File: config.mk
export PLATFORM = sky130hd
export DESIGN_NAME = feac_validator
export DESIGN_NICKNAME = d
export VERILOG_FILES = /design/src/rtl/feac_pkg.sv /design/src/rtl/feac_window.sv /design/src/rtl/feac_track.sv /design/src/rtl/feac_csr.sv /design/src/rtl/feac_validator.sv
export SDC_FILE = /design/constraint.sdc
export NUM_CORES = 1
export LEC_CHECK = 0
export BUFFER_PORTS_ARGS = -buffer_cell sky130_fd_sc_hd__buf_2
export CORE_ASPECT_RATIO = 0.6
export CORE_MARGIN = 4
export CORE_UTILIZATION = 60
export DETAILED_ROUTE_END_ITERATION = 8
export PLACE_DENSITY = 0.89
export SLEW_MARGIN = 20
export SYNTH_ARGS = -nofsm -noshare
export SYNTH_HDL_FRONTEND = slang
export SYNTH_SLANG_ARGS = --single-unit
File: constraint.sdc
create_clock -name clk -period 7.7 [get_ports clk]
set_clock_uncertainty 0.1 [all_clocks]
set_input_delay 1.54 -clock clk [delete_from_list [all_inputs] [get_ports clk]]
set_output_delay 1.54 -clock clk [all_outputs]
set_load 0.01 [all_outputs]
File: src/rtl/feac_pkg.sv
package feac_pkg;
  localparam int unsigned CODE_W   = 6;
  localparam int unsigned WIN_LEN  = 10;
  localparam int unsigned ACC_MIN  = 8;
  localparam int unsigned DROP_MIN = 3;

  // register bit positions decoded by software
  localparam int unsigned B_ACC_EV  = 0;
  localparam int unsigned B_ACC_EN  = 1;
  localparam int unsigned B_DROP_EV = 2;
  localparam int unsigned B_DROP_EN = 3;
  localparam int unsigned B_VALID   = 4;

  typedef struct packed {
    logic drop_en;
    logic drop_ev;
    logic acc_en;
    logic acc_ev;
  } ctl_t;
endpackage

File: src/rtl/feac_window.sv
module feac_window #(
  parameter int unsigned CW    = 6,
  parameter int unsigned DEPTH = 10,
  parameter int unsigned CNTW  = $clog2(DEPTH + 1)
) (
  input  logic            clk,
  input  logic            rst_n,
  input  logic            shift_en,
  input  logic [CW-1:0]   new_code,
  input  logic [CW-1:0]   ref_code,
  output logic [CNTW-1:0] match_cnt,
  output logic [CNTW-1:0] fill_cnt
);
  localparam int unsigned KEEP = DEPTH - 1;

  logic [CW-1:0]    slot_q [KEEP];
  logic [KEEP-1:0]  used_q;
  logic [CW-1:0]    view   [DEPTH];
  logic [DEPTH-1:0] view_used;
  logic [DEPTH-1:0] hit;

  // view = window content after the incoming code is shifted in
  for (genvar g = 0; g < DEPTH; g++) begin : g_view
    if (g == 0) begin : g_head
      assign view[g]      = new_code;
      assign view_used[g] = 1'b1;
    end else begin : g_tail
      assign view[g]      = slot_q[g-1];
      assign view_used[g] = used_q[g-1];
    end
    assign hit[g] = view_used[g] && (view[g] == ref_code);
  end

  always_comb begin
    match_cnt = '0;
    fill_cnt  = '0;
    for (int i = 0; i < DEPTH; i++) begin
      match_cnt = match_cnt + CNTW'(hit[i]);
      fill_cnt  = fill_cnt + CNTW'(view_used[i]);
    end
  end

  always_ff @(posedge clk or negedge rst_n) begin
    if (!rst_n) begin
      used_q <= '0;
      for (int i = 0; i < KEEP; i++) slot_q[i] <= '0;
    end else if (shift_en) begin
      used_q <= view_used[KEEP-1:0];
      for (int i = 0; i < KEEP; i++) slot_q[i] <= view[i];
    end
  end
endmodule

File: src/rtl/feac_track.sv
module feac_track #(
  parameter int unsigned CW      = 6,
  parameter int unsigned CNTW    = 4,
  parameter int unsigned ACC_TH  = 8,
  parameter int unsigned DROP_TH = 3
) (
  input  logic            clk,
  input  logic            rst_n,
  input  logic            evt,
  input  logic [CW-1:0]   new_code,
  input  logic [CNTW-1:0] match_cnt,
  input  logic [CNTW-1:0] fill_cnt,
  output logic [CW-1:0]   ref_code,
  output logic            valid_q,
  output logic [CW-1:0]   code_q,
  output logic            set_acc,
  output logic            set_drop
);
  logic            valid_d;
  logic [CW-1:0]   code_d;
  logic [CNTW-1:0] miss_cnt;

  assign ref_code = valid_q ? code_q : new_code;
  assign miss_cnt = fill_cnt - match_cnt;

  always_comb begin
    valid_d  = valid_q;
    code_d   = code_q;
    set_acc  = 1'b0;
    set_drop = 1'b0;
    if (evt) begin
      if (valid_q) begin
        if (miss_cnt >= CNTW'(DROP_TH)) begin
          valid_d  = 1'b0;
          set_drop = 1'b1;
        end
      end else if (match_cnt >= CNTW'(ACC_TH)) begin
        valid_d = 1'b1;
        code_d  = new_code;
        set_acc = 1'b1;
      end
    end
  end

  always_ff @(posedge clk or negedge rst_n) begin
    if (!rst_n) begin
      valid_q <= 1'b0;
      code_q  <= '0;
    end else if (evt) begin
      valid_q <= valid_d;
      code_q  <= code_d;
    end
  end
endmodule

File: src/rtl/feac_csr.sv
module feac_csr
  import feac_pkg::*;
(
  input  logic       clk,
  input  logic       rst_n,
  input  logic       rd,
  input  logic       wr,
  input  logic [7:0] wdata,
  input  logic       set_acc,
  input  logic       set_drop,
  input  logic       valid,
  output logic [7:0] rdata,
  output logic       irq
);
  ctl_t ctl_q, ctl_d;
  logic upd;

  assign upd = rd | wr | set_acc | set_drop;

  always_comb begin
    ctl_d = ctl_q;
    if (wr) begin
      ctl_d.acc_en  = wdata[B_ACC_EN];
      ctl_d.drop_en = wdata[B_DROP_EN];
    end
    // read clears; an event on the same edge wins
    ctl_d.acc_ev  = (ctl_q.acc_ev  & ~rd) | set_acc;
    ctl_d.drop_ev = (ctl_q.drop_ev & ~rd) | set_drop;
  end

  always_ff @(posedge clk or negedge rst_n) begin
    if (!rst_n)   ctl_q <= '0;
    else if (upd) ctl_q <= ctl_d;
  end

  always_comb begin
    rdata            = '0;
    rdata[B_ACC_EV]  = ctl_q.acc_ev;
    rdata[B_ACC_EN]  = ctl_q.acc_en;
    rdata[B_DROP_EV] = ctl_q.drop_ev;
    rdata[B_DROP_EN] = ctl_q.drop_en;
    rdata[B_VALID]   = valid;
  end

  assign irq = (ctl_q.acc_ev & ctl_q.acc_en) | (ctl_q.drop_ev & ctl_q.drop_en);
endmodule

File: src/rtl/feac_validator.sv
module feac_validator
  import feac_pkg::*;
(
  input  logic              clk,
  input  logic              rst_n,
  input  logic              cbit_mode,
  input  logic              msg_stb,
  input  logic [CODE_W-1:0] msg_code,
  input  logic              reg_rd,
  input  logic              reg_wr,
  input  logic [7:0]        reg_wdata,
  output logic [7:0]        reg_rdata,
  output logic [CODE_W-1:0] code_out,
  output logic              irq
);
  localparam int unsigned CNTW = $clog2(WIN_LEN + 1);

  logic              evt;
  logic [CODE_W-1:0] ref_code;
  logic [CNTW-1:0]   match_cnt;
  logic [CNTW-1:0]   fill_cnt;
  logic              valid;
  logic              set_acc;
  logic              set_drop;

  assign evt = msg_stb & cbit_mode;

  feac_window #(.CW(CODE_W), .DEPTH(WIN_LEN), .CNTW(CNTW)) u_win (
    .clk(clk), .rst_n(rst_n), .shift_en(evt), .new_code(msg_code),
    .ref_code(ref_code), .match_cnt(match_cnt), .fill_cnt(fill_cnt)
  );

  feac_track #(.CW(CODE_W), .CNTW(CNTW), .ACC_TH(ACC_MIN), .DROP_TH(DROP_MIN)) u_trk (
    .clk(clk), .rst_n(rst_n), .evt(evt), .new_code(msg_code),
    .match_cnt(match_cnt), .fill_cnt(fill_cnt), .ref_code(ref_code),
    .valid_q(valid), .code_q(code_out), .set_acc(set_acc), .set_drop(set_drop)
  );

  feac_csr u_csr (
    .clk(clk), .rst_n(rst_n), .rd(reg_rd), .wr(reg_wr), .wdata(reg_wdata),
    .set_acc(set_acc), .set_drop(set_drop), .valid(valid),
    .rdata(reg_rdata), .irq(irq)
  );
endmodule

Yosys cells after proc, flatten, opt, wreduce, memory -nomap -nowiden --
Cells that the tools add are included.
Word-level totals: bits in registers 74, input port bits 20, word-level logic and storage cells 80
Cells by class: $add $sub $neg 19, order comparisons 2, equal/unequal tests 10, mux-type cells 9, bitwise operators 13, reductions and logical operators 11
Operators by type and width (count):
- 4-bit by 1-bit adder with 4-bit output | 16
- 6-bit == test | 10
- 1-bit logical AND | 9
- 1-bit two-way mux | 8
- 6-bit two-way mux | 1
- 1-bit OR | 6
- 1-bit bitwise AND | 5
- 4-bit by 2-bit >= comparator with 1-bit output, second input constant | 1
- 4-bit >= comparator, second input constant | 1
- 4-bit subtractor | 1
- 3-bit AND reduction | 1
- 1-bit by 1-bit adder with 2-bit output | 1
- 1-bit by 1-bit adder with 2-bit output, first input constant | 1
- 1-bit NOT | 2
- 2-bit AND reduction | 1

Depth between registers and ports, before layout --
depth after elaboration 19, gate-level depth with buffers 25

Hierarchy --
A second synthesis with hierarchy kept.
Unflattened totals: cells, all modules 336, area total of the unflattened synthesis 4125.2 um2
By module, submodules not included:
- feac_window | times used 1, cells an instance 263, area an instance 3414.5 um2
- feac_track | times used 1, cells an instance 57, area an instance 513.0 um2
- feac_csr | times used 1, cells an instance 15, area an instance 191.4 um2
- feac_validator | times used 1, cells an instance 1, area an instance 6.3 um2

Least setup slack after synthesis --
No wires, ideal clock.
path type input to register, from input port msg_code[0], to register u_csr.ctl_q (netlist bit u_csr.rdata[2]), library setup time 0.124 ns, data arrival time 7.193 ns, required time 7.476 ns, setup slack 0.284 ns, stages on the path 20, cells stage by stage mux2i_4 xor2_1 nand4_1 nor4_1 ha_1 inv_1 fa_1 fa_1 fa_1 inv_1 fa_1 ha_1 fa_1 fa_1 fa_1 fa_1 nor2_1 nor2_1 o2bb2ai_1 a211o_1
Between the ends: longest elaborated chain between the ends 18
RTL lines:
- start, declared | line feac_validator.sv:8 | input logic [CODE_W-1:0] msg_code,
- 6-bit two-way mux | line feac_track.sv:23 | assign ref_code = valid_q ? code_q : new_code;
- 6-bit == test | line feac_window.sv:31 | assign hit[g] = view_used[g] && (view[g] == ref_code);
- 1-bit logical AND | line feac_window.sv:31
- 1-bit by 1-bit adder with 2-bit output | line feac_window.sv:38 | match_cnt = match_cnt + CNTW'(hit[i]);
- 4-bit by 1-bit adder with 4-bit output (7 in a row) | line feac_window.sv:38
- 4-bit by 1-bit adder with 4-bit output * | line feac_window.sv:38
- 4-bit subtractor or 4-bit >= comparator (tied branches) | line feac_track.sv:24, feac_track.sv:37
- 4-bit by 2-bit >= comparator with 1-bit output or 1-bit two-way mux (tied branches) | line feac_track.sv:33, feac_track.sv:37
- 1-bit two-way mux (on tied branches) | line feac_track.sv:33, feac_track.sv:32
- 1-bit two-way mux (on tied branches) | line feac_track.sv:32, feac_track.sv:31
- 1-bit two-way mux or 1-bit OR (tied branches) | line feac_track.sv:31, feac_csr.sv:18
- 1-bit OR (on tied branches) | line feac_csr.sv:28, feac_csr.sv:18
- end signal, assigned | line feac_csr.sv:33 | else if (upd) ctl_q <= ctl_d;
- end, declared | line feac_csr.sv:15 | ctl_t ctl_q, ctl_d;
Every way passes the cells marked *; elsewhere a longest branch is shown, timed or not. A chain may end at the register's enable or synchronous reset.

Final worst setup path --
Ends and elaborated chain as after synthesis.

==> reports/summary.txt <==
post-layout power: 1.463 mW
internal power of the cells: 0.9847 mW
sort of element at the end of the critical path: flip-flop
top post-synthesis cells by area: dfrtp_1 (45%), mux2_2 (17%), xnor2_1 (6.7%)
Total Wirelength: 8403 um
Placeable Area: 6705 um^2
routability cong.: 0.8421
XOR/XNOR share of the synthesized area: 0.1326
min-delay worst type: flip-flop to flip-flop
initial drt markers: 214
Worst Min Path Start: u_win.used_q[3]
maximum buffer depth of the clock tree: 2
H-Tree Depth: 3
portion of total power attributed to the clock network: 0.266
starting density of the core: 0.6205
cell area after layout: 4741 um^2
result of the run: finished clean
share of layout cells above drive strength 1: 0.3612
Synthesis Warnings: 0
DR vias/cell: 5.594
clock latency on the worst-skew pair: 340 ps
portion of the post-synthesis area used by sequential elements: 0.4451
die span in x: 115.5 um
PwrDens: 308.6 nW/um^2
beginning of the worst register-to-register path: u_trk.valid_q
start-to-end type of the worst setup path: primary input to flip-flop
post-placement cell count: 441
synthesized netlist cell count: 325
MaxCap Viol Count: 0
worst IR drop on VDD: 218.1 uV
relative slew slack: 0.3779
Logic pwr share: 0.311
antenna violations before repair: 0
share of total power in sequential cells: 0.423
maximum number of pins on one net before global-route repair: 75
CTS clk-pin slew, worst paths: 60 ps
Net Sw Frac: 0.3270
adder-cell share of the synthesized area: 0.09383
# setup viols final: 0
Yosys reg bits: 74
data required time of the critical path: 7830 ps
total via count after detailed routing: 2562
maximum fanout count along the critical path: 4
global-route wire length before repair: 13430 um
Layout Utilization: 0.7070
Layout area overhead: 13.95%
share of the synthesized area in the top cell type: 0.4451
DRC Markers: 0
fillcell total: 445
total cell area at the placement stage: 4432 um^2
share of cell area taken by muxes after synthesis: 0.2030
fmax: 0.1329 GHz
share of synthesized cell area in and, or, nand and nor gates: 0.05233
mean instance size in the synthesized netlist: 12.80 um^2
global-route usage over all layers: 0.2193
Tcrit/Tclk final: 0.9771
Static Leak: 2.136 nW
Sink Count: 74
post-synthesis compound-gate area fraction: 0.03218
cts bufs inserted: 9
top-level port count: 35
total grt overflow: 0
count of hold-fix buffers inserted at cts: 0
count of cell types in the netlist: 32
Avg WL per Cell: 18.35 um
clock tree from TritonCTS: built
switching power of the nets: 0.4784 mW
data arrival time of the critical path: 7650 ps
most frequent cells in the layout: dfrtp_1 (74), mux2_2 (63), xnor2_1 (32)
CP startpoint: msg_code[0]
Clock Root Buffer: clkbuf_16
max-slew violation count: 0
Port-buffer cells: 25
library cell with the largest summed area after synthesis: dfrtp_1
most common library cell in the layout ignoring fill and taps: dfrtp_1
count of cells along the worst register-to-register path: 21
total die area: 8374 um^2
clock period minus final worst setup slack: 7524 ps
Die Span Y: 72.50 um
sum of net half-perimeters after detailed placement: 5927 um
largest family of logic cells by synthesized area: multiplexers
number of hold-slack violations in the final timing report: 0
worst hold path depth: 2
ant diodes: 0
post-layout instance count excluding filler cells: 458
Least-Margin Pin Slew: 933.1 ps
post-synthesis instance area: 4160 um^2
number of nets in the layout: 410
length of the first detailed-routing pass in iterations: 4
floorplan row count: 23
antenna violation net count after detailed routing: 0
Critical Path Start Type: primary input
number of global-route vias before repair: 2550
## cells in the mapped netlist
cell type  count
dfrtp_1       74
mux2_2        63
xnor2_1       32
xor2_1        31
inv_1         21
fa_1          12
ha_1          12
nand4_1       11
nand2_1        9
nor4_1         8
clkbuf_1       7
o21ai_0        7
mux2i_4        6
buf_4          4
nand3_1        4
a21oi_1        3
nor2_1         3
a211oi_1       2
a21o_1         2
and2_1         2
a211o_1        1
a211oi_2       1
a22o_1         1
buf_12         1
buf_6          1
conb_1         1
nand2b_1       1
nand3b_1       1
o211ai_1       1
o2bb2ai_1      1
o31ai_1        1
or4_1          1
## sequential cells by signal, indices dropped and copies added, names as in the netlist
name and cells:
u_win.slot_q 54, u_win.used_q 9, u_trk.code_q 6, u_csr.rdata 4
u_trk.valid_q 1
## final cells by class
type	instances	area, um^2	area share
Inverter	21	78.83	0.01663
Multi-Input combinational cell	219	2173	0.4584
Clock buffer	10	239.0	0.05041
Tap cell	87	108.9	0.02296
Timing Repair Buffer	41	247.7	0.05226
Clock inverter	6	41.29	0.008709
Sequential cell	74	1852	0.3906
## what timing repair did
action,CTS,global route
setup endpoints to repair,0,2
gates resized for setup,0,6
setup buffers,0,1
## metal layers
layer,routed length [um],up-vias,track usage,share of wire
li1,-,1196,-,-
met1,3950,1304,0.3194,0.47
met2,3795,55,0.3141,0.45
met3,564,7,0.08333,0.067
met4,93,0,0.04948,0.011
met5,0,-,0,0
## critical path: stages
cell and delay [ps]:
buf_2 140, mux2i_4 160, xor2_1 210, nand4_1 200, nor4_2 290, buf_4 160, ha_1 210, inv_1 70
fa_1 450, fa_1 480, fa_1 550, inv_1 50, fa_2 520, ha_1 250, fa_1 530, fa_1 430
fa_2 370, fa_1 500, nor2_1 60, nor2_1 140, o2bb2ai_1 80, a211o_1 260
## power by group through the flow
stage	logic (mW)	registers (mW)	clock network (mW)
3_3_place_gp	0.417	0.616	0
6_report	0.456	0.619	0.389
5_1_grt	0.509	0.636	0.412
3_5_place_dp	0.446	0.624	0
2_1_floorplan	0.346	0.596	0
4_1_cts	0.454	0.617	0.397
## cells by family after synthesis
family / after synthesis
AO/OA/AOI/OAI: 20
XOR/XNOR: 63
adder cells (fa/ha/maj): 24
buffers and inverters: 34
flip-flops: 74
multiplexers: 69
other: 1
AND/OR/NAND/NOR: 40
## path summary, 6_finish.rpt
path | endpoint | slack (ps)
max in group asynchronous | u_win.slot_q[24] | 5660
max reg2reg | u_csr.rdata[2] | 580
min | u_win.used_q[3] | 390
min in group asynchronous | u_win.used_q[8] | 1240
max | u_csr.rdata[2] | 180
min reg2reg | u_win.used_q[3] | 390
## through the flow
step                      setup WS (ps)  setup TNS [ps]  hold WS, ps
after floorplan                   283.5               0        349.8
after global placement           -49.87          -49.87        362.6
after detailed placement         -139.3          -239.4        382.5
after CTS                         75.88               0        395.2
after global routing             -26.58          -26.58        419.0
final                             176.1               0        385.9
No activity file was read; power rests on OpenSTA's default activity.
